===== src/rtl/sdrdy_pkg.sv =====
package sdrdy_pkg;
  // Width needed to hold values 0..max_val.
  function automatic int unsigned cnt_width(input int unsigned max_val);
    int unsigned w;
    w = 1;
    while ((64'd1 << w) <= 64'(max_val)) w++;
    return w;
  endfunction

  typedef enum logic [1:0] {
    DET_BROKEN = 2'd0,
    DET_COUNT  = 2'd1,
    DET_ARMED  = 2'd2
  } det_state_e;
endpackage


===== src/rtl/sdrdy_rst_sync.sv =====
module sdrdy_rst_sync #(
  parameter int STAGES = 2
) (
  input  logic clk,
  input  logic rst_n,
  output logic rst_n_sync
);
  logic [STAGES-1:0] chain_q;
  logic [STAGES-1:0] chain_d;

  always_comb begin
    chain_d = {chain_q[STAGES-2:0], 1'b1};
  end

  always_ff @(posedge clk or negedge rst_n) begin
    if (!rst_n) chain_q <= '0;
    else        chain_q <= chain_d;
  end

  assign rst_n_sync = chain_q[STAGES-1];
endmodule


===== src/rtl/sdrdy_bit_sync.sv =====
module sdrdy_bit_sync #(
  parameter int   STAGES  = 2,
  parameter logic RST_VAL = 1'b1
) (
  input  logic clk,
  input  logic rst_n,
  input  logic d,
  output logic q
);
  logic [STAGES-1:0] stage_q;

  genvar gi;
  generate
    for (gi = 0; gi < STAGES; gi++) begin : g_stage
      logic stage_d;
      if (gi == 0) begin : g_first
        assign stage_d = d;
      end else begin : g_next
        assign stage_d = stage_q[gi-1];
      end
      always_ff @(posedge clk or negedge rst_n) begin
        if (!rst_n) stage_q[gi] <= RST_VAL;
        else        stage_q[gi] <= stage_d;
      end
    end
  endgenerate

  assign q = stage_q[STAGES-1];
endmodule


===== src/rtl/sdrdy_idle_timer.sv =====
module sdrdy_idle_timer
  import sdrdy_pkg::*;
#(
  parameter int IDLE_TIMEOUT = 63
) (
  input  logic       clk,
  input  logic       rst_n,
  input  logic       quiet,
  output logic       armed,
  output det_state_e state
);
  localparam int unsigned CW = cnt_width(IDLE_TIMEOUT);
  localparam logic [CW-1:0] LIMIT = CW'(IDLE_TIMEOUT);

  logic [CW-1:0] cnt_q;
  logic [CW-1:0] cnt_d;
  logic          cnt_en;

  always_comb begin
    cnt_d = cnt_q;
    if (!quiet)              cnt_d = '0;
    else if (cnt_q != LIMIT) cnt_d = cnt_q + 1'b1;
    cnt_en = (cnt_d != cnt_q);
  end

  always_ff @(posedge clk or negedge rst_n) begin
    if (!rst_n)      cnt_q <= '0;
    else if (cnt_en) cnt_q <= cnt_d;
  end

  assign armed = (cnt_q == LIMIT);

  always_comb begin
    if (!quiet)     state = DET_BROKEN;
    else if (armed) state = DET_ARMED;
    else            state = DET_COUNT;
  end
endmodule


===== src/rtl/sdrdy_demux.sv =====
module sdrdy_demux
  import sdrdy_pkg::*;
#(
  parameter int NUM_CS       = 2,
  parameter int CS_PIN       = 0,
  parameter int IDLE_TIMEOUT = 63,
  parameter int SYNC_STAGES  = 2
) (
  input  logic              clk,
  input  logic              rst_n,
  input  logic              xfer_busy,
  input  logic              ctl_sclk,
  input  logic              ctl_mosi,
  input  logic [NUM_CS-1:0] ctl_cs_n,
  output logic              ctl_miso,
  output logic              pad_sclk,
  output logic              pad_mosi,
  output logic [NUM_CS-1:0] pad_cs_n,
  input  logic              pad_miso,
  output logic              rdy
);
  // Pass-through path, no registers.
  assign pad_sclk = ctl_sclk;
  assign pad_mosi = ctl_mosi;
  assign pad_cs_n = ctl_cs_n;
  assign ctl_miso = pad_miso;

  logic       rst_n_int;
  logic       miso_sync;
  logic       quiet;
  logic       armed;
  det_state_e det_state;
  logic       rdy_d;
  logic       rdy_q;

  sdrdy_rst_sync #(.STAGES(2)) u_rst_sync (
    .clk        (clk),
    .rst_n      (rst_n),
    .rst_n_sync (rst_n_int)
  );

  sdrdy_bit_sync #(.STAGES(SYNC_STAGES), .RST_VAL(1'b1)) u_miso_sync (
    .clk   (clk),
    .rst_n (rst_n_int),
    .d     (pad_miso),
    .q     (miso_sync)
  );

  assign quiet = ~ctl_cs_n[CS_PIN] & ~xfer_busy;

  sdrdy_idle_timer #(.IDLE_TIMEOUT(IDLE_TIMEOUT)) u_timer (
    .clk   (clk),
    .rst_n (rst_n_int),
    .quiet (quiet),
    .armed (armed),
    .state (det_state)
  );

  always_comb begin
    rdy_d = (det_state == DET_ARMED) & armed & ~miso_sync;
  end

  always_ff @(posedge clk or negedge rst_n_int) begin
    if (!rst_n_int) rdy_q <= 1'b0;
    else            rdy_q <= rdy_d;
  end

  assign rdy = rdy_q;
endmodule


===== config.mk =====
export PLATFORM = sky130hd
export DESIGN_NAME = sdrdy_demux
export DESIGN_NICKNAME = d
export VERILOG_FILES = /design/src/rtl/sdrdy_pkg.sv /design/src/rtl/sdrdy_rst_sync.sv /design/src/rtl/sdrdy_bit_sync.sv /design/src/rtl/sdrdy_idle_timer.sv /design/src/rtl/sdrdy_demux.sv
export SDC_FILE = /design/constraint.sdc
export NUM_CORES = 1
export LEC_CHECK = 0
export ABC_AREA = 0
export BUFFER_PORTS_ARGS = -buffer_cell sky130_fd_sc_hd__buf_2
export CAP_MARGIN = 20
export CORE_AREA = 2 2 39 41
export CTS_BUF_LIST = sky130_fd_sc_hd__clkbuf_16
export CTS_CLUSTER_SIZE = 12
export DETAILED_ROUTE_END_ITERATION = 8
export DIE_AREA = 0 0 41 43
export PLACE_DENSITY_LB_ADDON = 0.08
export SYNTH_ARGS = -nofsm -noshare
export SYNTH_HDL_FRONTEND = slang
export SYNTH_SLANG_ARGS = --single-unit

===== constraint.sdc =====
create_clock -name clk -period 1.6 [get_ports clk]
set_clock_uncertainty 0.15 [all_clocks]
set_input_delay 0.08 -clock clk [delete_from_list [all_inputs] [get_ports clk]]
set_output_delay 0.08 -clock clk [all_outputs]
set_load 0.005 [all_outputs]

Word level (Yosys, flattened, before mapping) --
Index checks and enable logic that the tools add are counted.
Storage, ports and cells: output and inout port bits 6, bits of input ports 8, flip-flop bits (word level) 11, word-level logic and storage cells 20
Operators by class: equality and inequality tests 4, bitwise operators 6, multiplexer cells 4, $add $sub $neg 1
Operators by type and width (number):
- 6-bit two-way mux | 2
- 6-bit by 1-bit adder with 6-bit output (second input constant) | 1
- 6-bit == test (second input constant) | 1
- 6-bit != test | 1
- 6-bit != test (second input constant) | 1
- 2-bit two-way mux | 2
- 1-bit AND | 3
- 1-bit NOT | 3
- 2-bit == test (second input constant) | 1

Logic depth before layout (Yosys ltp) --
word-level depth 6, depth in mapped cells 4

Hierarchy --
A second synthesis with hierarchy kept.
Second synthesis, totals: cells, all modules 43, area, all modules 498.0 um^2
By module, submodules not included:
- sdrdy_idle_timer | cells each 30, area each 312.8 um^2, instances 1
- sdrdy_demux | cells each 8, area each 78.8 um^2, instances 1
- sdrdy_rst_sync | cells each 3, area each 53.8 um^2, instances 1
- sdrdy_bit_sync | cells each 2, area each 52.6 um^2, instances 1

Worst setup path before layout --
No wires, ideal clock.
path kind register -> register, start reg u_timer.cnt_q[0], end reg u_timer.cnt_q[4], setup time 0.128 ns, period minus slack after synthesis 1.249 ns, cell stages (with the launch flop) 5, arrival 0.971 ns, required time 1.322 ns, slack 0.351 ns, path through dfrtp_1 > ha_1 > nand2_1 > nor4bb_1 > nor3_1
On the way: longest elaborated chain between the ends 4
RTL lines:
- from (decl) | line sdrdy_idle_timer.sv:15 | logic [CW-1:0] cnt_q;
- from (signal assigned) | line sdrdy_idle_timer.sv:28 | else if (cnt_en) cnt_q <= cnt_d;
- 6-bit by 1-bit adder with 6-bit output or 6-bit != test (tied branches) | line sdrdy_idle_timer.sv:22 | else if (cnt_q != LIMIT) cnt_d = cnt_q + 1'b1;
- 6-bit two-way mux | line sdrdy_idle_timer.sv:22
- 6-bit two-way mux | line sdrdy_idle_timer.sv:21 | if (!quiet) cnt_d = '0;
- 6-bit != test | line sdrdy_idle_timer.sv:23 | cnt_en = (cnt_d != cnt_q);
Parallel ways exist; a longest one is shown, timed or not. A chain may end at the register's enable or synchronous reset.

Worst setup path in the final report --
Same ends and word-level chain as after synthesis.

==> out/qor.yml <==
yosys:
  yosysSeqAreaShare_pct: 54.1
  synth_cells: 45
  ys.flop_type: "dfrtp_1"
  yosysMostFrequentCell: "dfrtp_1"
  ys_async_sr_fraction_pct: 100
  syn_nets: 54
  synth_common_cells: "dfrtp_1 (9), buf_4 (5), nand2_1 (4)"
  syn_avg_cell_area_um2: 11.4
  netlist_area_um2: 513
  synth_top_area_share_pct: 43.9
  synth_top_area_cell: "dfrtp_1"
  ys_warn_count: 0
  synth_enable_flop_cells: 0
  synth_cell_type_count: 21
  ys_ff_latch: 11
  synth_area_leaders: "dfrtp_1 (44%), dfstp_2 (10%), buf_4 (7.3%)"
placement:
  gp_congestion: 0.752
  post_dp_cell_area_um2: 519
  port_buffers: 7
  dp_hpwl_um: 678
final_layout:
  seqCellArea_um2: 278
  nets: 62
  drive_gt1_share_pct: 30.8
  antenna_cells: 0
  design_area_um2: 618
  multiInputGateArea_um2: 186
  area_growth_pct: 20.5
  fillers: 133
setup_path:
  required_ns: 1.56
  start_kind: "flip-flop"
  worstSetupPathType: "flip-flop to flip-flop"
  worstPathArrival_ns: 1.35
  cp_max_fo: 5
  worstSetupEndpointType: "flip-flop"
  critPathMaxStageDelay_ns: 0.38
  path_cells: "ha_1 -> nand2_1 -> nor4bb_1 -> nor3_1"
  slowest_stage: "dfrtp_1"
cts:
  cts_tree: "yes"
  ctsResizeCount: 0
  cts-root-buf: "clkbuf_16"
  cts_sinks: 11
  path_clk_slew_ns: 0.04
  htreeDepth: 1
  clock_latency_ns: 0.24
  numCtsBuffers: 3
  clockBufferDepth: 2
power:
  p_leak_nw: 0.274
  power_density_nw_per_um2: 1240
  vdd_ir_drop_max_mv: 0.609
sta:
  final_max_slew_viol_count: 0
  hold_ws_ns: -0.00780
  fmax_mhz: 719
  post-route-period-util_pct: 86.9
  fin_tns_setup_ns: 0
  setup_viol: 0
  rsz0062_at_grt: "no"
  min_period_ns: 1.39
  finalHoldViolCount: 7
status:
  violations: "negative hold slack"
  status: "complete, but fails checks"
drt:
  drc: 0
  drtIter0Drc: 2
  wire_per_inst_um: 13.6
  vias_per_cell: 5.01
  dr.pass1.iters: 2
  routed_wirelength_um: 922
  vias: 341
  detail-route-antenna-nets: 0
job:
  cap_violations: 0
global_routing:
  antenna_found_initial: 0
  grt_pass1_wl_um: 1590
  grt_max_degree: 10
  grt_pass1_vias: 393
  grt_usage_pct: 14.6
  overflow: 0
floorplan:
  die_x_um: 41
  coreArea_um2: 1380
  fp.dieH_um: 43
  initial_utilization_pct: 37.1
  row_count: 14
  die-area_um2: 1760
  num_io_pins: 14
hold_path:
  min_path_type: "flip-flop to asynchronous set/reset pin"
## routing by layer
metal  vias to the layer above  GRT usage, %  routed length (µm)
met5                         -             0                   0
met4                         0          12.0                  27
met3                         2          6.28                  59
met2                         9          22.2                 473
met1                       165          14.2                 362
li1                        165             -                   -
## layout make-up
cell class,count,share of cell area [%]
flip-flops and latches,11,44.9
multi-input cells,28,30.2
clock buffers,3,12.1
repair buffers,9,8.91
well taps,16,3.24
clock inverters,1,0.607
## metrics by stage
stage | power, mW | util [%] | cells | hold WS (ns) | setup slack (ns)
floorplan | 0.320 | - | 45 | -0.366 | 0.351
global placement | 0.318 | 37.5 | 62 | -0.287 | 0.266
detailed placement | 0.320 | 37.5 | 62 | -0.282 | 0.242
CTS | 0.778 | 44.7 | 68 | 0.00484 | 0.234
global route | 0.792 | 44.7 | 68 | 0.0100 | 0.0974
finish | 0.765 | 44.7 | 68 | -0.00780 | 0.210
## cells in the final DEF, fill, tap and decap left out, types with 2 or more instances in the layout
master / n
dfrtp_1: 9
buf_2: 7
nand2_1: 4
a21oi_1: 3
nor3_1: 3
clkbuf_16: 3
and3_4: 2
nor3_2: 2
a31oi_1: 2
nand3_1: 2
dlygate4sd3_1: 2
dfstp_2: 2
## timing repair
action / in CTS / in global routing
hold buffers: 2 / 0
hold endpoints to repair: 3 / 0
buffers inserted: 0 / 0
## where the power goes
part / total, mW / internal [mW] / switching [mW]
Clock: 0.446 / 0.327 / 0.118
Sequential: 0.297 / 0.289 / 0.00781
Combinational: 0.0223 / 0.0123 / 0.0100
## critical path, delay by kind of cell (launching register included)
kind | cells | cell delay, ns
DFF | 1 | 0.38
adders and majority gates | 1 | 0.26
and+or+nand+nor | 3 | 0.46
## registers in the layout (all words and copies together) (netlist names)
| signal | count |
|---|---|
| u_timer.cnt_q | 6 |
| u_rst_sync.chain_q | 2 |
| rdy | 1 |
| u_miso_sync.g_stage.stage_d | 1 |
| u_miso_sync.q | 1 |
## cells by family after synthesis
logic type / share of synthesized area [%]
AO/OA/AOI/OAI: 9.27
adder cells (fa/ha/maj): 2.44
flip-flops: 54.1
AND/OR/NAND/NOR: 22.2
buffers and inverters: 9.51
other: 0.731
XOR/XNOR: 1.71
## final timing paths
| path | slack (ns) | depth (start not counted) | startpoint | endpoint |
|---|---|---|---|---|
| worst min register to register | -0.008 | 0 | u_rst_sync.chain_q[1] | u_timer.cnt_q[3] |
| worst max-delay path | 0.21 | 4 | u_timer.cnt_q[0] | u_timer.cnt_q[4] |
| min in group clk | 0.01 | 0 | ctl_cs_n[1] | pad_cs_n[1] |
| worst min-delay path | -0.008 | 0 | u_rst_sync.chain_q[1] | u_timer.cnt_q[3] |
| max in group asynchronous | 1.00 | 0 | u_rst_sync.chain_q[1] | u_miso_sync.g_stage[1].stage_d |
| worst max register to register | 0.21 | 4 | u_timer.cnt_q[0] | u_timer.cnt_q[4] |
Power figures use the tool's default switching activity.
